<file path="src/rtl/blk_seq_pkg.sv">
package blk_seq_pkg;

  typedef enum logic [1:0] {
    PH_IN   = 2'd0,
    PH_CALC = 2'd1,
    PH_OUT  = 2'd2
  } phase_e;

  typedef enum logic [1:0] {
    SW_NONE = 2'd0,
    SW_HALF = 2'd1,
    SW_BYTE = 2'd2,
    SW_BIT  = 2'd3
  } swap_e;

  localparam logic [1:0] MODE_KEYDER = 2'd1;

endpackage

</file>
<file path="src/rtl/blk_word_swap.sv">
module blk_word_swap #(
  parameter int W = 32
) (
  input  logic [1:0]   sel,
  input  logic [W-1:0] din,
  output logic [W-1:0] dout
);
  import blk_seq_pkg::*;

  localparam int NB = W / 8;
  localparam int HW = W / 2;

  logic [W-1:0] half_sw;
  logic [W-1:0] byte_rev;
  logic [W-1:0] bit_rev;

  assign half_sw = {din[HW-1:0], din[W-1:HW]};

  for (genvar gb = 0; gb < NB; gb++) begin : g_byte
    assign byte_rev[gb*8 +: 8] = din[(NB-1-gb)*8 +: 8];
  end

  for (genvar gi = 0; gi < W; gi++) begin : g_bit
    assign bit_rev[gi] = din[W-1-gi];
  end

  always_comb begin
    case (swap_e'(sel))
      SW_HALF: dout = half_sw;
      SW_BYTE: dout = byte_rev;
      SW_BIT:  dout = bit_rev;
      default: dout = din;
    endcase
  end

endmodule

</file>
<file path="src/rtl/blk_seq_ctrl.sv">
module blk_seq_ctrl #(
  parameter int WORDS = 4,
  localparam int CW = (WORDS > 1) ? $clog2(WORDS) : 1
) (
  input  logic          clk,
  input  logic          rst_n,
  input  logic          enable,
  input  logic          keymode,
  input  logic          wr_en,
  input  logic          rd_en,
  input  logic          core_done,
  output logic [CW-1:0] cnt,
  output logic          wr_accept,
  output logic          rd_accept,
  output logic          load_result,
  output logic          start_q,
  output logic          ccf_q,
  output logic          rderr_q,
  output logic          wrerr_q
);
  import blk_seq_pkg::*;

  localparam logic [CW-1:0] LAST = CW'(WORDS - 1);

  phase_e phase_q, phase_d;
  logic [CW-1:0] cnt_d;
  logic active, wr_bad, rd_bad, last_word;

  assign active      = enable && !keymode;
  assign last_word   = (cnt == LAST);
  assign wr_accept   = active && wr_en && (phase_q == PH_IN);
  assign rd_accept   = active && rd_en && (phase_q == PH_OUT);
  assign wr_bad      = active && wr_en && (phase_q != PH_IN);
  assign rd_bad      = active && rd_en && (phase_q != PH_OUT);
  assign load_result = enable && core_done && (phase_q == PH_CALC);

  always_comb begin
    phase_d = phase_q;
    cnt_d   = cnt;
    if (!enable) begin
      phase_d = PH_IN;
      cnt_d   = '0;
    end else begin
      case (phase_q)
        PH_IN: if (wr_accept) begin
          if (last_word) begin
            phase_d = PH_CALC;
            cnt_d   = '0;
          end else begin
            cnt_d = cnt + 1'b1;
          end
        end
        PH_CALC: if (load_result) begin
          phase_d = PH_OUT;
          cnt_d   = '0;
        end
        PH_OUT: if (rd_accept) begin
          if (last_word) begin
            phase_d = PH_IN;
            cnt_d   = '0;
          end else begin
            cnt_d = cnt + 1'b1;
          end
        end
        default: begin
          phase_d = PH_IN;
          cnt_d   = '0;
        end
      endcase
    end
  end

  always_ff @(posedge clk or negedge rst_n) begin
    if (!rst_n) begin
      phase_q <= PH_IN;
      cnt     <= '0;
      start_q <= 1'b0;
      ccf_q   <= 1'b0;
      rderr_q <= 1'b0;
      wrerr_q <= 1'b0;
    end else begin
      phase_q <= phase_d;
      cnt     <= cnt_d;
      start_q <= wr_accept && last_word;
      ccf_q   <= load_result;
      rderr_q <= rd_bad;
      wrerr_q <= wr_bad;
    end
  end

endmodule

</file>
<file path="src/rtl/blk_in_asm.sv">
module blk_in_asm #(
  parameter int W = 32,
  parameter int WORDS = 4,
  localparam int CW = (WORDS > 1) ? $clog2(WORDS) : 1,
  localparam int BLK_W = W * WORDS
) (
  input  logic             clk,
  input  logic             rst_n,
  input  logic             we,
  input  logic [CW-1:0]    idx,
  input  logic [W-1:0]     din,
  output logic [BLK_W-1:0] blk
);

  for (genvar g = 0; g < WORDS; g++) begin : g_slot
    always_ff @(posedge clk or negedge rst_n) begin
      if (!rst_n)
        blk[BLK_W-1-g*W -: W] <= '0;
      else if (we && (idx == CW'(g)))
        blk[BLK_W-1-g*W -: W] <= din;
    end
  end

endmodule

</file>
<file path="src/rtl/blk_out_hold.sv">
module blk_out_hold #(
  parameter int W = 32,
  parameter int WORDS = 4,
  localparam int CW = (WORDS > 1) ? $clog2(WORDS) : 1,
  localparam int BLK_W = W * WORDS
) (
  input  logic             clk,
  input  logic             rst_n,
  input  logic             load,
  input  logic [BLK_W-1:0] din,
  input  logic [CW-1:0]    idx,
  output logic [W-1:0]     dout
);

  logic [BLK_W-1:0] hold_q;
  logic [W-1:0]     words [WORDS];

  always_ff @(posedge clk or negedge rst_n) begin
    if (!rst_n)    hold_q <= '0;
    else if (load) hold_q <= din;
  end

  for (genvar g = 0; g < WORDS; g++) begin : g_word
    assign words[g] = hold_q[BLK_W-1-g*W -: W];
  end

  assign dout = words[idx];

endmodule

</file>
<file path="src/rtl/blk_word_seq.sv">
module blk_word_seq #(
  parameter int W = 32,
  parameter int WORDS = 4,
  localparam int CW = (WORDS > 1) ? $clog2(WORDS) : 1,
  localparam int BLK_W = W * WORDS
) (
  input  logic             clk,
  input  logic             rst_n,
  input  logic             enable,
  input  logic [1:0]       op_mode,
  input  logic [1:0]       swap_sel,
  input  logic             wr_en,
  input  logic [W-1:0]     wr_data,
  input  logic             rd_en,
  output logic [W-1:0]     rd_data,
  input  logic             core_done,
  input  logic [BLK_W-1:0] core_result,
  output logic [BLK_W-1:0] blk_out,
  output logic             core_start,
  output logic             ccf_set,
  output logic             rderr_set,
  output logic             wrerr_set
);
  import blk_seq_pkg::*;

  logic [CW-1:0] cnt;
  logic wr_accept, rd_accept, load_result;
  logic [W-1:0] in_word, held_word, out_word;

  blk_seq_ctrl #(.WORDS(WORDS)) i_ctrl (
    .clk(clk), .rst_n(rst_n), .enable(enable),
    .keymode(op_mode == MODE_KEYDER),
    .wr_en(wr_en), .rd_en(rd_en), .core_done(core_done),
    .cnt(cnt), .wr_accept(wr_accept), .rd_accept(rd_accept),
    .load_result(load_result), .start_q(core_start), .ccf_q(ccf_set),
    .rderr_q(rderr_set), .wrerr_q(wrerr_set)
  );

  blk_word_swap #(.W(W)) i_swap_in (
    .sel(swap_sel), .din(wr_data), .dout(in_word)
  );

  blk_in_asm #(.W(W), .WORDS(WORDS)) i_in (
    .clk(clk), .rst_n(rst_n), .we(wr_accept), .idx(cnt),
    .din(in_word), .blk(blk_out)
  );

  blk_out_hold #(.W(W), .WORDS(WORDS)) i_out (
    .clk(clk), .rst_n(rst_n), .load(load_result), .din(core_result),
    .idx(cnt), .dout(held_word)
  );

  blk_word_swap #(.W(W)) i_swap_out (
    .sel(swap_sel), .din(held_word), .dout(out_word)
  );

  assign rd_data = rd_accept ? out_word : '0;

endmodule

</file>
<file path="config.mk">
export PLATFORM = sky130hd
export DESIGN_NAME = blk_word_seq
export DESIGN_NICKNAME = d
export VERILOG_FILES = /design/src/rtl/blk_seq_pkg.sv /design/src/rtl/blk_word_swap.sv /design/src/rtl/blk_seq_ctrl.sv /design/src/rtl/blk_in_asm.sv /design/src/rtl/blk_out_hold.sv /design/src/rtl/blk_word_seq.sv
export SDC_FILE = /design/constraint.sdc
export NUM_CORES = 1
export LEC_CHECK = 0
export BUFFER_PORTS_ARGS = -buffer_cell sky130_fd_sc_hd__buf_2
export CAP_MARGIN = 10
export CORE_AREA = 2 2 167 169
export CTS_CLUSTER_SIZE = 8
export DETAILED_ROUTE_END_ITERATION = 16
export DIE_AREA = 0 0 169 171
export GPL_TIMING_DRIVEN = 0
export PLACE_DENSITY = 0.76
export RECOVER_POWER = 100
export SKIP_CTS_REPAIR_TIMING = 1
export SYNTH_ARGS = -nofsm -noshare
export SYNTH_HDL_FRONTEND = slang
export SYNTH_SLANG_ARGS = --single-unit
</file>
<file path="constraint.sdc">
create_clock -name clk -period 1.75 [get_ports clk]
set_input_delay 0.35 -clock clk [delete_from_list [all_inputs] [get_ports clk]]
set_output_delay 0.35 -clock clk [all_outputs]
set_load 0.02 [all_outputs]
</file>
==> Word level (Yosys, flattened, before mapping) <==
Cells that the tools add are included.
{ "word_totals": {"regBits": 264, "latchBits": 0, "mem_bits_rw": 0, "mem_bits_ro": 0, "input_bits": 170, "word_cells": 67, "mem_count": 0} }
{ "op_classes": {"addsub": 1, "multipliers": 0, "div": 0, "magnitude_cmp": 1, "eq_ne": 15, "n_shift": 0, "mux": 19, "n_bitwise": 1, "reduce_logical": 19} }
{ "op_table": {"columns": ["cell", "n"], "rows": [
  ["$pmux 32 s3", 2],
  ["$mux 32", 3],
  ["$bmux 32 s2", 1],
  ["$mux 2", 11],
  ["$logic_and 1x1->1", 13],
  ["$ne 3x2->1 const B", 4],
  ["$pmux 2 s3", 2],
  ["$eq 2x2->1 const B", 5],
  ["$eq 2x1->1 const B", 4],
  ["$reduce_and 5->1", 1],
  ["$logic_not 2->1", 2],
  ["$ge 3x3->1 const B", 1],
  ["$ne 3x3->1 const B", 1],
  ["$not 2->3", 1],
  ["$reduce_and 3->1", 1],
  ["$add 2x1->2 const B", 1],
  ["$ne 2x2->1 const B", 1],
  ["$reduce_bool 2->1", 1],
  ["$logic_not 1->1", 1]
]} }

==> Longest topological paths before layout <==
Gate-level depths: netlist of run 1.
{ "logic_depth": {"word_depth": 8, "ltp_mapped": 8} }

==> By module <==
From an unflattened synthesis of run 1, not the netlist that was laid out.
{ "hier_totals": {"cells_unflattened": 735, "hier_area_um2": 12653.4} }
{ "modules_own_cells": {"columns": ["mod", "instances", "cells_per_inst", "area_each_um2", "seq_area_each_um2"], "rows": [
  ["blk_out_hold", 1, 309, 5556.6, 3203.1],
  ["blk_in_asm", 1, 272, 4744.6, 3203.1],
  ["blk_word_swap", 2, 40, 835.8, 0.0],
  ["blk_seq_ctrl", 1, 38, 419.2, 200.2],
  ["blk_word_seq", 1, 36, 261.5, 0.0]
]} }

==> Least setup slack after synthesis of run 1 <==
OpenSTA, ideal clock, no wires.
{ "synth_timing": {"path_kind": "register to output", "startpoint": "reg i_ctrl.cnt[1]", "endpoint": "out rd_data[13]", "arrival_ns": 1.756, "setup_slack_ns": -0.356, "path_stages_with_launch": 8, "cell_sequence": "dfrtp_1 > buf_2 > buf_6 > buf_8 > mux2i_1 > mux2i_1 > o22ai_1 > nor3_1"} }
{ "synth_via": {"elab_chain_cells": 6} }
{ "synth_lines": {"columns": ["item", "line", "source"], "rows": [
  ["start, declared", "blk_seq_ctrl.sv:12", "output logic [CW-1:0] cnt,"],
  ["start signal, assigned", "blk_seq_ctrl.sv:83", "cnt <= cnt_d;"],
  ["$not 2->3 (not written as such)", "blk_out_hold.sv:27", "assign dout = words[idx];"],
  ["$bmux 32 s2", "blk_out_hold.sv:27", null],
  ["$mux 32 (not written as such) (2 in a row)", "blk_out_hold.sv:27", null],
  ["$pmux 32 s3", "blk_word_swap.sv:28", "case (swap_e'(sel))"],
  ["$mux 32", "blk_word_seq.sv:57", "assign rd_data = rd_accept ? out_word : '0;"],
  ["end, declared", "blk_word_seq.sv:15", "output logic [W-1:0] rd_data,"]
]} }
Every way passes these cells. The select of a mux whose other input is x is not followed.

==> Worst setup path in the final report of run 1 <==
{ "layout_timing": {"startpoint": "reg i_ctrl.cnt[1]", "endpoint": "out rd_data[9]"} }
The elaborated chain is that of the path after synthesis.

==> impl_metrics.py, run 1 <==
metrics = {
    "yosys": {
        "synth_cells": 884,
        "synth_edf_count": 0,
        "synth.distinct_cells": 34,
        "ys_top_cells_by_area": "dfrtp_1 51%, mux2_2 20%, mux2i_1 7.6%",
        "synth_fa_ha_area_frac": 0.00390,
        "synth-xor-area-share": 0,
        "yosysTopAreaCell": "dfrtp_1",
        "syn-num-nets": 1058,
        "postSynth.asyncResetShare": 1.00,
        "synth_top_area_share": 0.515,
        "avgSynthCellArea_um2": 14.5,
        "syn_area_um2": 12800,
        "ys_seq_area_frac": 0.515,
        "synth-simple-area-share": 0.0373,
        "synth-compound-area-share": 0.0432,
        "ys.flop_type": "dfrtp_1",
        "synth_top_family_by_area": "multiplexers",
        "synth_common_cells": "264 x dfrtp_1, 230 x mux2_2, 97 x mux2i_1",
        "synth_mux_area_frac": 0.364,
        "yosys_warnings": 0,
        "synth_most_common_cell": "dfrtp_1",
        "synth-seq-cells": 264,
    },
    "flow_run": {
        "cap_viol_max_count": 0,
    },
    "clock_network": {
        "root_buffer": "clkbuf_16",
        "cts_buffers": 39,
        "clkSinkCount": 264,
        "clock_latency_ns": 0.52,
        "cts_tree": "built",
        "htreeDepth": 2,
        "clk_pin_slew_ns": 0.05,
        "clock_tree.buffer_depth": 3,
    },
    "power": {
        "peakVddDrop_mv": 0.618,
        "p_leak_nw": 7.99,
        "power_density_nw_per_um2": 985,
        "total_power_mw": 17.2,
    },
    "floorplanning": {
        "row_count": 61,
        "die_h_um": 171,
        "die_w_um": 169,
        "start_util": 0.470,
        "core_area_um2": 27300,
        "die_area_um2": 28900,
        "pin_count": 334,
    },
    "finish": {
        "final_area_um2": 17500,
        "final_cells": 1621,
        "area_growth_pct": 36.4,
        "fin_util": 0.640,
        "drive_gt1_frac": 0.584,
        "fin_nets": 1443,
    },
    "critical_path": {
        "critical_path.top_delay_family": "buffers and inverters",
        "cp-start-kind": "register",
        "critical_path_class": "register to output pin",
        "r2r_slack_ns": -0.24,
        "cp_data_arrival_time_ns": 2.41,
        "worstPathCellList": "buf_6, buf_12, buf_16, mux2i_4, mux2i_4, o22ai_2, nor3_4, buf_6",
        "path_buf_inv": 4,
        "required_ns": 1.40,
        "crit_slowest_cell": "dfrtp_1",
        "critPathMaxStageDelay_ns": 0.39,
        "end_kind": "output pin",
        "crit_fanout": 6,
    },
    "route": {
        "ant_nets": 0,
        "first_iter_violations": 771,
        "routed_via_density": 5.85,
        "dr.pass1.iters": 6,
        "drc": 0,
        "vias": 9476,
        "route.final.wire_length_um": 40800,
        "avgRoutedWirePerCell_um": 25.2,
    },
    "place": {
        "numPlacedInstances": 1562,
        "place.port_buffers": 330,
        "placed_cell_area_um2": 15300,
        "hpwlAfterDp_um": 29700,
        "routabilityCongestion": 0.973,
    },
    "timing": {
        "fin_crit_ns": 2.76,
        "tightest_slew_ns": 1.10,
        "fin_crit_sh": 1.58,
        "rsz0062_at_grt": "true",
        "slew_headroom": 0.265,
        "setup_violations": 252,
        "clock_skew_ns": 0.0226,
        "drv_slew": 0,
        "final_hold_viol_count": 0,
        "fin_ws_ns": -1.01,
        "timing.fmax_ghz": 0.362,
    },
    "grt": {
        "overflow": 0,
        "grt_max_degree": 124,
        "grt_first_pass_wirelength_um": 58100,
        "groute.usage.overall": 0.268,
        "grt_pass1_vias": 9594,
        "antenna_found_initial": 2,
    },
    "min_path": {
        "hold_path.class": "input port to register",
    },
    "status": {
        "violations": "negative setup slack",
        "outcome": "finished, violations left",
    },
}
[through the flow]
| stage | hold slack, ns | worst slack [ns] | setup TNS [ns] |
|---|---|---|---|
| 2_1_floorplan | 0.0544 | -0.189 | -4.66 |
| 3_3_place_gp | 0.466 | -4.35 | -1200.78 |
| 3_5_place_dp | 0.258 | -0.763 | -63.81 |
| 4_1_cts | -0.284 | -1.31 | -83.58 |
| 5_1_grt | 0.0492 | -1.05 | -111.80 |
| 6_report | 0.0572 | -1.01 | -52.39 |
[cells by family (layout without fill, tap and decap cells)]
kind of cell    Yosys count  in the layout
other cells               0              2
flops                   264            264
fa+ha+maj                 4              4
mux                     386            386
compound gates           69             69
buf+inv                  71            460
simple gates             90             90
[placed cells by master (no fill, tap or decap), drive strengths merged, types with 2 or more instances in the layout]
master  count
ha          4
and2        2
nand2b      4
clkbuf    187
nand2       8
dfrtp     264
diode       2
inv         7
buf       263
mux2i      97
nor2       35
mux2      257
o22ai      33
a221o      32
nor3       34
mux4       32
[sequential cells by signal, summed over array words and instances, names as in the netlist]
name and count:
i_ctrl.ccf_q 1, i_ctrl.cnt 2, i_ctrl.phase_q 2, i_ctrl.rderr_q 1, i_ctrl.start_q 1, i_ctrl.wrerr_q 1, i_in.blk 128, i_out.hold_q 128
[power by group]
part	total, mW	leakage [nW]	internal [mW]	switching [mW]
clock network	6.61	0.513	4.06	2.55
logic	3.38	3.93	1.31	2.07
registers	7.24	3.54	6.82	0.413
[cell type report]
class                   instances  area (µm²)
well taps                     346         433
fillers                      2077        9830
clock buffers                  42        1020
diodes                          2        5.00
inverters                       6        27.5
multi-input cells             549        6890
repair buffers                344        1800
plain buffers                  65         679
flip-flops and latches        264        6610
clock inverters                 3        32.5
[layer usage]
| layer | routed length [µm] | global-route usage |
|---|---|---|
| met5 | 0 | 0 |
| met4 | 908 | 0.0829 |
| met3 | 3170 | 0.0576 |
| met2 | 21300 | 0.487 |
| met1 | 15400 | 0.319 |
[worst register-to-register path: cells and delay by family (launching register included)]
| family | cells | cell delay [ns] |
|---|---|---|
| fa+ha+maj | 1 | 0.22 |
| buf+inv | 5 | 0.79 |
| flops | 1 | 0.36 |
| mux | 1 | 0.36 |
| simple gates | 1 | 0.13 |
[worst paths after layout]
kind                                 from                 to  depth (start not counted)
max in group asynchronous           rst_n  i_out.hold_q[108]                          3
max                         i_ctrl.cnt[1]         rd_data[9]                          8
min in group asynchronous           rst_n        i_in.blk[4]                          2
min reg2reg                  i_in.blk[24]       i_in.blk[24]                          1
max reg2reg                 i_ctrl.cnt[1]       i_in.blk[94]                          8
min                        core_result[8]    i_out.hold_q[8]                          2
Note: power is estimated with default switching activity, not from simulation.
==> inputs of run 2 (changes only) <==
==> constraint.sdc (replaced) <==
create_clock -name clk -period 1.75 [get_ports clk]
set_input_delay 0.175 -clock clk [delete_from_list [all_inputs] [get_ports clk]]
set_output_delay 0.175 -clock clk [all_outputs]
set_load 0.02 [all_outputs]
==> run 2 against run 1 <==
The flow still finishes with violations (negative setup slack). Hold slack got worse by 0.0019 ns. Flip-flop and latch count did not move. Sequential power barely moved.
==> impl_metrics.py, run 2 (synthesis gave the netlist of run 1 again) <==
metrics = {
    "finish": {
        "drive_gt1_frac": 0.533,
        "layout_commonest_cell": "dfrtp_1",
        "area_growth_pct": 48.7,
        "fin_util": 0.698,
        "fin_nets": 1593,
        "reg_top3": "i_in.blk x128, i_out.hold_q x128",
        "fillCellCount": 1908,
        "layout_common_cells": "263 x dfrtp_1, 228 x mux2_2, 180 x buf_2, 139 x clkbuf_1, 133 x dlygate4sd3_1",
    },
    "critical_path": {
        "rr_startpoint": "i_ctrl.cnt[1]",
        "required_ns": 1.57,
        "ff2ff_path_depth": 11,
        "rr_endpoint": "i_in.blk[98]",
        "crit_fanout": 7,
        "cp_data_arrival_time_ns": 2.44,
        "r2r_slack_ns": -0.35,
        "end_kind": "output pin",
        "cp-start-kind": "register",
        "critical_path_class": "register to output pin",
    },
    "flow_run": {
        "cap_viol_max_count": 0,
    },
    "place": {
        "place.port_buffers": 330,
        "hpwlAfterDp_um": 30000,
        "routabilityCongestion": 0.945,
        "place_ws_ns": -0.637,
    },
    "power": {
        "power_density_nw_per_um2": 919,
        "peakVddDrop_mv": 0.706,
        "p_leak_nw": 8.68,
    },
    "clock_network": {
        "cts_tree": "built",
        "clk_pin_slew_ns": 0.05,
        "htreeDepth": 2,
        "clock_latency_ns": 0.53,
        "clkSinkCount": 264,
        "cts_buffers": 39,
        "clock_tree.buffer_depth": 3,
        "root_buffer": "clkbuf_16",
    },
    "status": {
        "violations": "negative setup slack",
        "outcome": "finished, violations left",
    },
    "timing": {
        "final_hold_viol_count": 0,
        "fin_crit_ns": 2.62,
        "tightest_slew_ns": 1.08,
        "slew_headroom": 0.281,
        "clock_skew_ns": 0.0168,
        "timing.fmax_ghz": 0.382,
        "hold-worst-slack_ns": 0.0553,
        "fin_ws_ns": -0.867,
        "fin_crit_sh": 1.50,
        "setup_violations": 128,
        "rsz0062_at_grt": "true",
        "drv_slew": 0,
    },
    "route": {
        "dr.pass1.iters": 5,
        "drc": 0,
        "vias": 10200,
        "avgRoutedWirePerCell_um": 25.3,
        "route.final.wire_length_um": 44900,
        "routed_via_density": 5.76,
        "ant_nets": 0,
        "first_iter_violations": 791,
    },
    "floorplanning": {
        "start_util": 0.470,
        "row_count": 61,
        "pin_count": 334,
        "die_h_um": 171,
        "core_area_um2": 27300,
        "die_w_um": 169,
        "die_area_um2": 28900,
    },
    "grt": {
        "grt_max_degree": 120,
        "overflow": 0,
        "antenna_found_initial": 2,
        "groute.usage.overall": 0.272,
        "grt_pass1_vias": 9673,
        "grt_first_pass_wirelength_um": 59000,
    },
    "min_path": {
        "min_to": "i_ctrl.cnt[1]",
        "min_from": "enable",
        "whs_path_depth": 3,
        "hold_path.class": "input port to register",
    },
}
[run 2: cell types whose count changed in the layout (fill, tap and decap cells not counted), moves of 8 or more]
cell and change:
dlygate4sd3_1 +132, buf_4 +12, mux2i_2 -11, mux2i_1 +10, nor3_2 +10, nor3_4 -10
buf_12 +8
[run 2: stage by stage]
step,total power [mW],instance area (µm²),instances,TNS (ns)
after floorplan,9.18,13000,884,-4.61
after global placement,10.5,15100,1560,-1176.28
after detailed placement,10.6,15200,1562,-69.26
after CTS,17.2,16200,1607,-92.12
after global routing,18.2,19100,1771,-62.03
final,17.5,19100,1771,-42.11
[run 2: worst max-delay path: stages, from the launching register on]
cell       delay (ns)
dfrtp_1          0.39
buf_6            0.14
buf_12           0.16
clkbuf_16        0.18
mux2i_4          0.21
mux2i_4          0.21
o22ai_2          0.11
nor3_2           0.31
buf_4            0.20
[run 2: how the worst max path moves through the flow]
| stage | start | endpoint | slack [ns] | cells past startpoint |
|---|---|---|---|---|
| 2_1_floorplan | i_ctrl.cnt[1] | i_in.blk[66] | -0.08 | 8 |
| 3_3_place_gp | rst_n | i_out.hold_q[46] | -4.24 | 1 |
| 3_5_place_dp | i_ctrl.cnt[1] | i_in.blk[123] | -0.64 | 8 |
| 4_1_cts | i_ctrl.cnt[1] | rd_data[3] | -1.13 | 8 |
| 5_1_grt | i_ctrl.cnt[1] | rd_data[14] | -0.92 | 8 |
| 6_report | i_ctrl.cnt[1] | rd_data[17] | -0.87 | 8 |
[run 2: area by class of cell]
cell class	instances	area (µm²)	area share
Buffer	64	727	0.0381
Multi-Input combinational cell	549	6870	0.360
Clock buffer	42	1010	0.0529
Inverter	6	30.0	0.00157
Timing Repair Buffer	495	3360	0.176
Tap cell	346	433	0.0227
Clock inverter	3	33.8	0.00177
Antenna cell	2	5.00	0.000262
Sequential cell	264	6610	0.346
[run 2: power by group]
part | internal [mW] | switching, mW | leakage, nW
Combinational | 1.55 | 2.14 | 4.62
Clock | 4.03 | 2.56 | 0.511
Sequential | 6.82 | 0.431 | 3.54
Total | 12.4 | 5.14 | 8.68
[run 2: routing by layer]
layer,GRT usage,part of all wire
met4,0.0899,0.038
met1,0.331,0.37
met5,0,0
met2,0.482,0.52
met3,0.0611,0.077
